===== src/rtl/hz_pkg.sv =====
`timescale 1ns/1ps
package hz_pkg;
  // ALU operand source codes; the datapath mux decodes these values
  typedef enum logic [1:0] {
    SEL_RF  = 2'b00,
    SEL_WB  = 2'b01,
    SEL_MEM = 2'b10
  } opnd_sel_e;
endpackage


===== src/rtl/hz_src_match.sv =====
`timescale 1ns/1ps
// One comparator: a source register depends on a producer that really writes
module hz_src_match #(
  parameter int AW = 5
) (
  input  logic [AW-1:0] src,
  input  logic          prod_we,
  input  logic [AW-1:0] prod_rd,
  output logic          hit
);
  always_comb begin
    hit = prod_we && (prod_rd != '0) && (prod_rd == src);
  end
endmodule


===== src/rtl/hz_opnd_sel.sv =====
`timescale 1ns/1ps
// Per-operand bypass selection with newest-producer priority
module hz_opnd_sel
  import hz_pkg::*;
#(
  parameter int AW = 5
) (
  input  logic          fwd_en,
  input  logic [AW-1:0] src,
  input  logic          mem_we,
  input  logic [AW-1:0] mem_rd,
  input  logic          wb_we,
  input  logic [AW-1:0] wb_rd,
  output logic [1:0]    sel
);
  logic      hit_mem;
  logic      hit_wb;
  opnd_sel_e sel_e;

  hz_src_match #(.AW(AW)) u_m_mem (
    .src(src), .prod_we(mem_we), .prod_rd(mem_rd), .hit(hit_mem)
  );
  hz_src_match #(.AW(AW)) u_m_wb (
    .src(src), .prod_we(wb_we), .prod_rd(wb_rd), .hit(hit_wb)
  );

  always_comb begin
    if (!fwd_en)      sel_e = SEL_RF;
    else if (hit_mem) sel_e = SEL_MEM;
    else if (hit_wb)  sel_e = SEL_WB;
    else              sel_e = SEL_RF;
    sel = sel_e;
  end
endmodule


===== src/rtl/hz_interlock.sv =====
`timescale 1ns/1ps
// Decode-stage interlock: load-use in bypass mode, wait-for-writeback otherwise
module hz_interlock #(
  parameter int AW   = 5,
  parameter int NSRC = 2
) (
  input  logic               fwd_en,
  input  logic [NSRC*AW-1:0] id_src,
  input  logic               ex_we,
  input  logic               ex_load,
  input  logic [AW-1:0]      ex_rd,
  input  logic               mem_we,
  input  logic [AW-1:0]      mem_rd,
  output logic               stall
);
  logic [NSRC-1:0] hit_ex;
  logic [NSRC-1:0] hit_mem;

  for (genvar g = 0; g < NSRC; g++) begin : g_src
    hz_src_match #(.AW(AW)) u_m_ex (
      .src(id_src[g*AW +: AW]), .prod_we(ex_we), .prod_rd(ex_rd), .hit(hit_ex[g])
    );
    hz_src_match #(.AW(AW)) u_m_mem (
      .src(id_src[g*AW +: AW]), .prod_we(mem_we), .prod_rd(mem_rd), .hit(hit_mem[g])
    );
  end

  logic load_use;
  logic wait_wb;

  always_comb begin
    load_use = ex_load && (|hit_ex);
    // write-then-read register file: a producer in WB needs no wait
    wait_wb  = (|hit_ex) || (|hit_mem);
    stall    = fwd_en ? load_use : wait_wb;
  end
endmodule


===== src/rtl/hz_forward_unit.sv =====
`timescale 1ns/1ps
module hz_forward_unit #(
  parameter int AW = 5
) (
  input  logic          fwd_en,
  input  logic [AW-1:0] id_rs1,
  input  logic [AW-1:0] id_rs2,
  input  logic [AW-1:0] ex_rs1,
  input  logic [AW-1:0] ex_rs2,
  input  logic [AW-1:0] ex_rd,
  input  logic          ex_regwr,
  input  logic          ex_memrd,
  input  logic [AW-1:0] mem_rd,
  input  logic          mem_regwr,
  input  logic [AW-1:0] wb_rd,
  input  logic          wb_regwr,
  output logic [1:0]    fwd_a,
  output logic [1:0]    fwd_b,
  output logic          pc_we,
  output logic          ifid_we,
  output logic          bubble
);
  localparam int NSRC = 2;

  logic [NSRC*AW-1:0] ex_src;
  logic [NSRC*AW-1:0] id_src;
  logic [NSRC*2-1:0]  sel_vec;
  logic               stall;

  assign ex_src = {ex_rs2, ex_rs1};
  assign id_src = {id_rs2, id_rs1};

  for (genvar g = 0; g < NSRC; g++) begin : g_opnd
    hz_opnd_sel #(.AW(AW)) u_sel (
      .fwd_en (fwd_en),
      .src    (ex_src[g*AW +: AW]),
      .mem_we (mem_regwr),
      .mem_rd (mem_rd),
      .wb_we  (wb_regwr),
      .wb_rd  (wb_rd),
      .sel    (sel_vec[g*2 +: 2])
    );
  end

  hz_interlock #(.AW(AW), .NSRC(NSRC)) u_lock (
    .fwd_en  (fwd_en),
    .id_src  (id_src),
    .ex_we   (ex_regwr),
    .ex_load (ex_memrd),
    .ex_rd   (ex_rd),
    .mem_we  (mem_regwr),
    .mem_rd  (mem_rd),
    .stall   (stall)
  );

  always_comb begin
    fwd_a   = sel_vec[1:0];
    fwd_b   = sel_vec[3:2];
    pc_we   = !stall;
    ifid_we = !stall;
    bubble  = stall;
  end
endmodule


===== config.mk =====
export PLATFORM = sky130hd
export DESIGN_NAME = hz_forward_unit
export DESIGN_NICKNAME = d
export VERILOG_FILES = /design/src/rtl/hz_pkg.sv /design/src/rtl/hz_src_match.sv /design/src/rtl/hz_opnd_sel.sv /design/src/rtl/hz_interlock.sv /design/src/rtl/hz_forward_unit.sv
export SDC_FILE = /design/constraint.sdc
export NUM_CORES = 1
export LEC_CHECK = 0
export BUFFER_PORTS_ARGS = -buffer_cell sky130_fd_sc_hd__buf_2
export CAP_MARGIN = 20
export CORE_MARGIN = 8
export CORE_UTILIZATION = 30
export DETAILED_ROUTE_END_ITERATION = 12
export GPL_TIMING_DRIVEN = 0
export SETUP_SLACK_MARGIN = 0.5
export SLEW_MARGIN = 20
export SYNTH_ARGS = -nofsm -noshare
export SYNTH_HDL_FRONTEND = slang
export SYNTH_HIERARCHICAL = 1
export SYNTH_SLANG_ARGS = --single-unit

===== constraint.sdc =====
create_clock -name vclk -period 3
set_clock_uncertainty 0.2 [all_clocks]
set_input_delay 0.6 -clock vclk [all_inputs]
set_output_delay 0.6 -clock vclk [all_outputs]
set_load 0.02 [all_outputs]

## Word-level counts from Yosys, hierarchy flattened

Cells that the tools add are included.

| word-level totals | value |
|---|---|
| register bits after elaboration | 0 |
| output and inout port bits | 7 |

| operators by class | value |
|---|---|
| reductions and logical operators | 19 |
| muxes and demuxes | 7 |
| eq/ne operators | 8 |

Operator list:

| kind | count |
|---|---|
| equality test 5 bit | 8 |
| nonzero test 5 bit | 3 |
| logical AND 1 bit | 12 |
| two-way mux 2 bit | 4 |
| OR reduction 2 bit | 2 |
| two-way mux 1 bit | 3 |
| logical NOT 1 bit | 1 |
| logical OR 1 bit | 1 |

## Longest topological paths before layout

Gate-level depths: netlist of run 1.

| logic depth | value |
|---|---|
| depth in word-level cells | 7 |
| gate-level depth with buffers | 7 |
| gate-level depth less buffers | 6 |

## By module

Netlist of run 1, hierarchy kept.

By module, submodules not included:

| module | area an instance (sq um) | cells an instance | times used |
|---|---|---|---|
| hz_src_match | 76.3 | 10 | 8 |
| hz_opnd_sel | 16.3 | 2 | 2 |
| hz_interlock | 22.5 | 4 | 1 |
| hz_forward_unit | 11.3 | 2 | 1 |

## Least setup slack after synthesis of run 1

Ideal clock, no wire load.

| timing path | value |
|---|---|
| path kind | input -> output |
| start point | input port id_rs2[3] |
| end point | output port pc_we |
| setup slack | 220 ps |
| cell stages on the path | 7 |
| data required time | 2200 ps |
| data arrival time | 1980 ps |
| buffers on the path | 1 |
| cell sequence | xor2_1 nor3_1 and4_1 o21bai_1 a21oi_1 inv_1 buf_4 |

| on the way | value |
|---|---|
| word-level cells in the longest chain between the ends | 6 |

Ends and longest elaborated chain:

| item | line | source |
|---|---|---|
| start, declared | hz_forward_unit.sv:7 | `input logic [AW-1:0] id_rs2,` |
| equality test 5 bit | hz_src_match.sv:12 | `hit = prod_we && (prod_rd != '0) && (prod_rd == src);` |
| logical AND 1 bit | hz_src_match.sv:12 |  |
| named net u_lock.hit_mem[1] | hz_interlock.sv:17 | `logic [NSRC-1:0] hit_mem;` |
| OR reduction 2 bit | hz_interlock.sv:34 | `wait_wb = (\|hit_ex) \|\| (\|hit_mem);` |
| logical OR 1 bit | hz_interlock.sv:34 |  |
| two-way mux 1 bit | hz_interlock.sv:35 | `stall = fwd_en ? load_use : wait_wb;` |
| named net bubble | hz_forward_unit.sv:21 | `output logic bubble` |
| logical NOT 1 bit | n/a |  |
| end, declared | hz_forward_unit.sv:19 | `output logic pc_we,` |

The timed path passes the listed nets, and every way through them passes these cells.

## Final worst setup path of run 1

| timing path | value |
|---|---|
| start point | input port mem_rd[1] |
| end point | output port pc_we |

| on the way | value |
|---|---|
| word-level cells in the longest chain between the ends | 7 |

Ends and longest elaborated chain:

| item | line | source |
|---|---|---|
| start, declared | hz_forward_unit.sv:13 | `input logic [AW-1:0] mem_rd,` |
| nonzero test 5 bit | hz_src_match.sv:12 |  |
| logical AND 1 bit | hz_src_match.sv:12 |  |
| logical AND 1 bit * | hz_src_match.sv:12 |  |
| named net u_lock.hit_mem[0] | hz_interlock.sv:17 |  |
| OR reduction 2 bit * | hz_interlock.sv:34 |  |
| logical OR 1 bit * | hz_interlock.sv:34 |  |
| two-way mux 1 bit * | hz_interlock.sv:35 |  |
| logical NOT 1 bit * | hz_forward_unit.sv:59 | `pc_we = !stall;` |

The timed path passes the listed nets; every way through them passes the cells marked *.

==> metrics.csv, run 1 <==
metric;value;unit
maxCapViolations;0;
path_max_fanout;7;
critical_path_required;2200;ps
grt_max_degree;9;
wl_per_cell;13.2;um
synthTopCellsByArea;xor2_1 31%, nor4_2 15%, and4_1 10%, xnor2_1 10%, or2_0 7.4%;
rsz0062_at_grt;yes;
die_h;63.5;um
crit_type;in -> out;
internal_power;67.0;uW
combPwrFrac;100.0;%
grt_pass1_wl;3440;um
p_sw_share;48.9;%
slew_headroom;86.0;%
slowest_delay;210;ps
drt-initial-drc-count;24;
initial_core_util;31.2;%
finalMaxSlewViolations;0;
period_minus_slack;2580;ps
viasPerCell;4.77;
synth_cell_types;16;
p_leak;0.000480;uW
syn-num-nets;130;
worst_slack;420;ps
clock_power_share;0;%
cpMaxStageDelayCell;nor3_1;
fillers;235;
crit_buf_inv;4;
period_share;86.0;%
grt_antenna_before_repair;0;
finalSetupViolations;0;
hold_slack;1380;ps
gr-total-overflow;0;
hold_buffers;0;
port_buffers;47;
ios;47;
yosysWarnings;6;
coreArea;2170;um^2
num_vias;806;
grt_usage;9.62;%
die_area;4030;um^2
design.seq.count;0;
antenna_cells;0;
fin_nets;183;
status;finished clean;
crit_path_end_kind;output port;
place_hpwl;1960;um
grt_pass1_vias;791;
syn_inst;90;
num_rows;17;
ff_latch_area;0;um^2
powerDensity;120;nW/um^2
hold_violations;0;
drc;0;
startpoint_type;primary input;
worstMarginPinSlew;209;ps
placed_area;955;um^2
drive_gt1_share;46.8;%
synth_top_area_share;31.1;%
avgSynthCellArea;7.52;um^2
critical_path.cell_chain;buf_12 -> xor2_1 -> nor3_1 -> and4_1 -> o21bai_1 -> a21oi_2 -> inv_2 -> buf_6 -> buf_6;
pre_cts_ws;269;ps
path_delay_family;simple AND/OR/NAND/NOR gates;
cp_data_arrival_time;1780;ps
yosysMostFrequentCell;xor2_1;
finalWirelength;2240;um
dieWidth;63.5;um
stdcell_area;1090;um^2
ant_nets;0;
finalSetupTns;0;ps
hold_path_class;in -> out;
multi_input_area;689;um^2
synth_top_area_cell;xor2_1;
nClkBuffers;0;
yosysSeqAreaShare;0;%
max_freq;388;MHz
gp_congestion;0.702;
netlist_area;677;um^2
p_sw;64.2;uW
drtPass1Iterations;4;
ir_worst_vdd;0.0691;mV
p_seq_share;0;%
crit_top_cell;buf_6;
area_delta_synth_final;61.0;%
[cell families (layout without fill, tap and decap cells)]
| group | Yosys count | in the layout | share of synthesized area (%) |
|---|---|---|---|
| AOI/OAI and AO/OA | 10 | 10 | 7.76 |
| xor gates and xnor gates | 32 | 32 | 41.4 |
| buffers and inverters | 2 | 53 | 1.66 |
| and+or+nand+nor | 46 | 46 | 49.2 |
[power groups by stage]
stage               Sequential [uW]  Clock, uW  Combinational, uW
finish                            0          0                131
global route                      0          0                142
CTS                               0          0                126
detailed placement                0          0                115
global placement                  0          0                110
floorplan                         0          0               51.9
[what timing repair did]
item | in CTS | in global routing
gates resized for setup | 16 | 14
endpoints found under the setup margin | 7 | 6
setup buffers | 2 | 2
pin swaps | 7 | 11
[worst paths after layout]
kind                  start       end  slack, ps  depth (start not counted)
setup / recovery  mem_rd[1]     pc_we        420                          9
hold / removal       fwd_en  fwd_a[1]       1380                          3
[routing by layer]
layer	wire length [um]	GRT usage, %	vias up
met5	0	0	-
met4	0	0	0
met3	253	4.06	0
met2	1010	17.1	37
met1	979	11.0	344
li1	-	-	425
[stage by stage]
stage | util [%] | total power (uW) | std cells
floorplan | - | 51.9 | 90
global placement | 44.0 | 110 | 165
detailed placement | 44.0 | 115 | 165
CTS | 47.3 | 126 | 167
global route | 50.2 | 142 | 169
finish | 50.2 | 131 | 169
[cell usage in the layout, fill, tap and decap left out]
cell and n:
buf_6 11, and2_2 1, o21ai_1 8, nor4_2 7
buf_8 1, nor3_2 2, nor2b_1 1, inv_2 1
buf_4 3, or2_0 8, nor3_1 6, a21oi_2 1
and2_4 1, and4_1 8, nor2_1 1, buf_12 1
nor4_4 1, xnor2_1 8, o21bai_1 1, nand2_1 8
and3b_1 2, xor2_1 24, buf_2 36
[cell type report]
cell class,instances,share of cell area (%)
tap,28,3.21
inverter,1,0.344
timing repair buffer,51,32.1
multi-input combinational,88,63.3
buffer,1,1.03
Power figures use the tool's default switching activity.
==> run 2: changes to the inputs <==
ABC_AREA = 1   (was default)
CORE_ASPECT_RATIO = 1.75   (was default)
==> run 2 against run 1 <==
  * Synthesized area rose by 50%
  * Worst hold slack got worse by 13 ps
  * Core utilization fell by 6.4 points
  * Critical path depth rose by 5
  * Die area rose by 38%
  * Synthesized cell count rose to 2.8 times the previous value
  * Final area rose by 34%
  * Global-route usage rose by 1.4 points
  * Critical path type unchanged
  * Critical endpoint unchanged
  * Highest routed layer is now met4
==> metrics.csv, run 2 <==
metric;value;unit;change
stdcell_area;1460;um^2;+34%
placed_area;1310;um^2;+37%
slowest_delay;120;ps;-90 ps
p_leak;0.00104;uW;+120%
critical_path.cell_chain;buf_2 -> inv_1 -> nand2_1 -> nand2_1 -> nor2_2 -> nand3_1 -> nor2_1 -> inv_1 -> nand2_1 -> nand2_1 -> nand2_2 -> inv_2 -> buf_6 -> buf_6;;
grt_pass1_vias;1371;;+73%
path_delay_family;simple AND/OR/NAND/NOR gates;;
drt-initial-drc-count;49;;+100%
finalWirelength;3150;um;+41%
coreArea;3330;um^2;+53%
hold_path_class;in -> out;;
wl_per_cell;9.16;um;-31%
met1_usage;11.2;%;+0.22 points
ff_latch_area;0;um^2;unchanged
final_cell_mix;100 x nand2_1, 72 x inv_1, 32 x buf_2;;
synth_common_cells;104 x nand2_1, 79 x inv_1, 24 x nor2_1;;
hold_buffers;0;;unchanged
die_area;5580;um^2;+38%
grt_max_degree;13;;+4
rsz0062_at_grt;yes;;
die_h;93.0;um;+46%
crit_path_end_kind;output port;;
dieWidth;60.0;um;-5.5%
drive_gt1_share;27.1;%;-20 points
path_max_fanout;2;;-5
slew_headroom;87.3;%;+1.4 points
worst_slack;554;ps;+134 ps
antenna_cells;0;;unchanged
design.seq.count;0;;unchanged
grt_usage;11.0;%;+1.4 points
crit_top_cell;nand2_1;;
hold_violations;0;;unchanged
ir_worst_vdd;0.0515;mV;-25%
port_buffers;47;;unchanged
met3_usage;0.963;%;-3.1 points
syn-num-nets;291;;+120%
fin_nets;341;;+86%
grt_pass1_wl;5140;um;+49%
crit_type;in -> out;;
worstMarginPinSlew;189;ps;-19.5 ps
yosysSeqAreaShare;0;%;unchanged
area_delta_synth_final;43.5;%;
nClkBuffers;0;;unchanged
max_freq;409;MHz;+5.5%
pre_cts_ws;408;ps;+138 ps
ios;47;;unchanged
gr-total-overflow;0;;unchanged
met2_usage;22.9;%;+5.8 points
synth_cell_types;9;;-7
yosysMostFrequentCell;nand2_1;;
cp_data_arrival_time;1650;ps;-130 ps
critical_path_required;2200;ps;about the same
cpMaxStageDelayCell;nor2_1;;
final_common_cell;nand2_1;;
num_vias;1437;;+78%
gp_congestion;0.825;;+18%
num_rows;28;;+11
period_minus_slack;2450;ps;-134 ps
ant_nets;0;;unchanged
synth_top_area_share;38.4;%;+7.4 points
finalSetupTns;0;ps;unchanged
maxCapViolations;0;;unchanged
status;finished clean;;
crit_buf_inv;6;;+2
period_share;81.5;%;-4.5 points
netlist_area;1020;um^2;+50%
initial_core_util;30.5;%;-0.67 points
viasPerCell;4.18;;-12%
grt_antenna_before_repair;0;;unchanged
grt.busiest_layer;met2;;
finalSetupViolations;0;;unchanged
drtPass1Iterations;4;;unchanged
startpoint_type;primary input;;
drc;0;;unchanged
syn_inst;251;;+180%
yosysWarnings;6;;unchanged
place_hpwl;2730;um;+39%
powerDensity;118;nW/um^2;-2.0%
avgSynthCellArea;4.05;um^2;-46%
synthTopCellsByArea;nand2_1 38%, inv_1 29%, nor2_1 8.9%, nand3_1 7.9%, nor2_2 6.2%;;
finalMaxSlewViolations;0;;unchanged
synth_top_area_cell;nand2_1;;
fillers;399;;+70%
[run 2: timing repair]
| item | CTS | global route |
|---|---|---|
| pin swaps | 6 | 20 |
| buffers inserted | 0 | 1 |
| setup endpoints to repair | 1 | 3 |
| resized for setup | 13 | 39 |
| gates cloned | 0 | 0 |
[run 2: metal layers]
layer	share of wire, %	up-vias
met2	56	31
met1	39	601
met5	0	-
li1	-	803
met3	5.2	2
met4	0.67	0
[run 2: worst min-delay path: stages]
cell	delay (ps)
buf_2	130
nand2_1	60
inv_1	30
buf_2	140
[run 2: logic make-up (layout without fill, tap and decap cells)]
logic type / Yosys count / count (layout) / share of synthesized area [%]
and+or+nand+nor: 154 / 154 / 61.3
buffers and inverters: 80 / 128 / 29.9
AOI/OAI and AO/OA: 17 / 17 / 8.74
[run 2: worst paths after layout]
path | startpoint | cells past startpoint | to | slack, ps
worst max-delay path | id_rs1[4] | 14 | pc_we | 550
worst min-delay path | fwd_en | 4 | fwd_b[1] | 1370
[run 2: cell type report]
class	count	area [um^2]	share of cell area [%]
Inverter	79	299	20.5
Multi-Input combinational cell	171	758	52.0
Timing Repair Buffer	48	333	22.8
Tap cell	45	56.3	3.86
Buffer	1	11.3	0.773
[run 2: where the power goes]
group          internal [uW]  switching (uW)  total, uW
logic                   74.8            97.2        172
registers                  0               0          0
clock network              0               0          0
[run 2: per-stage QoR]
step / total power (uW) / hold slack [ps] / cells / util [%]
6_report: 172 / 1370 / 344 / 43.8
5_1_grt: 195 / 1390 / 344 / 43.8
4_1_cts: 156 / 1370 / 343 / 40.3
3_5_place_dp: 150 / 1370 / 343 / 39.3
3_3_place_gp: 148 / 1370 / 343 / 39.3
2_1_floorplan: 85.7 / 1120 / 251 / -
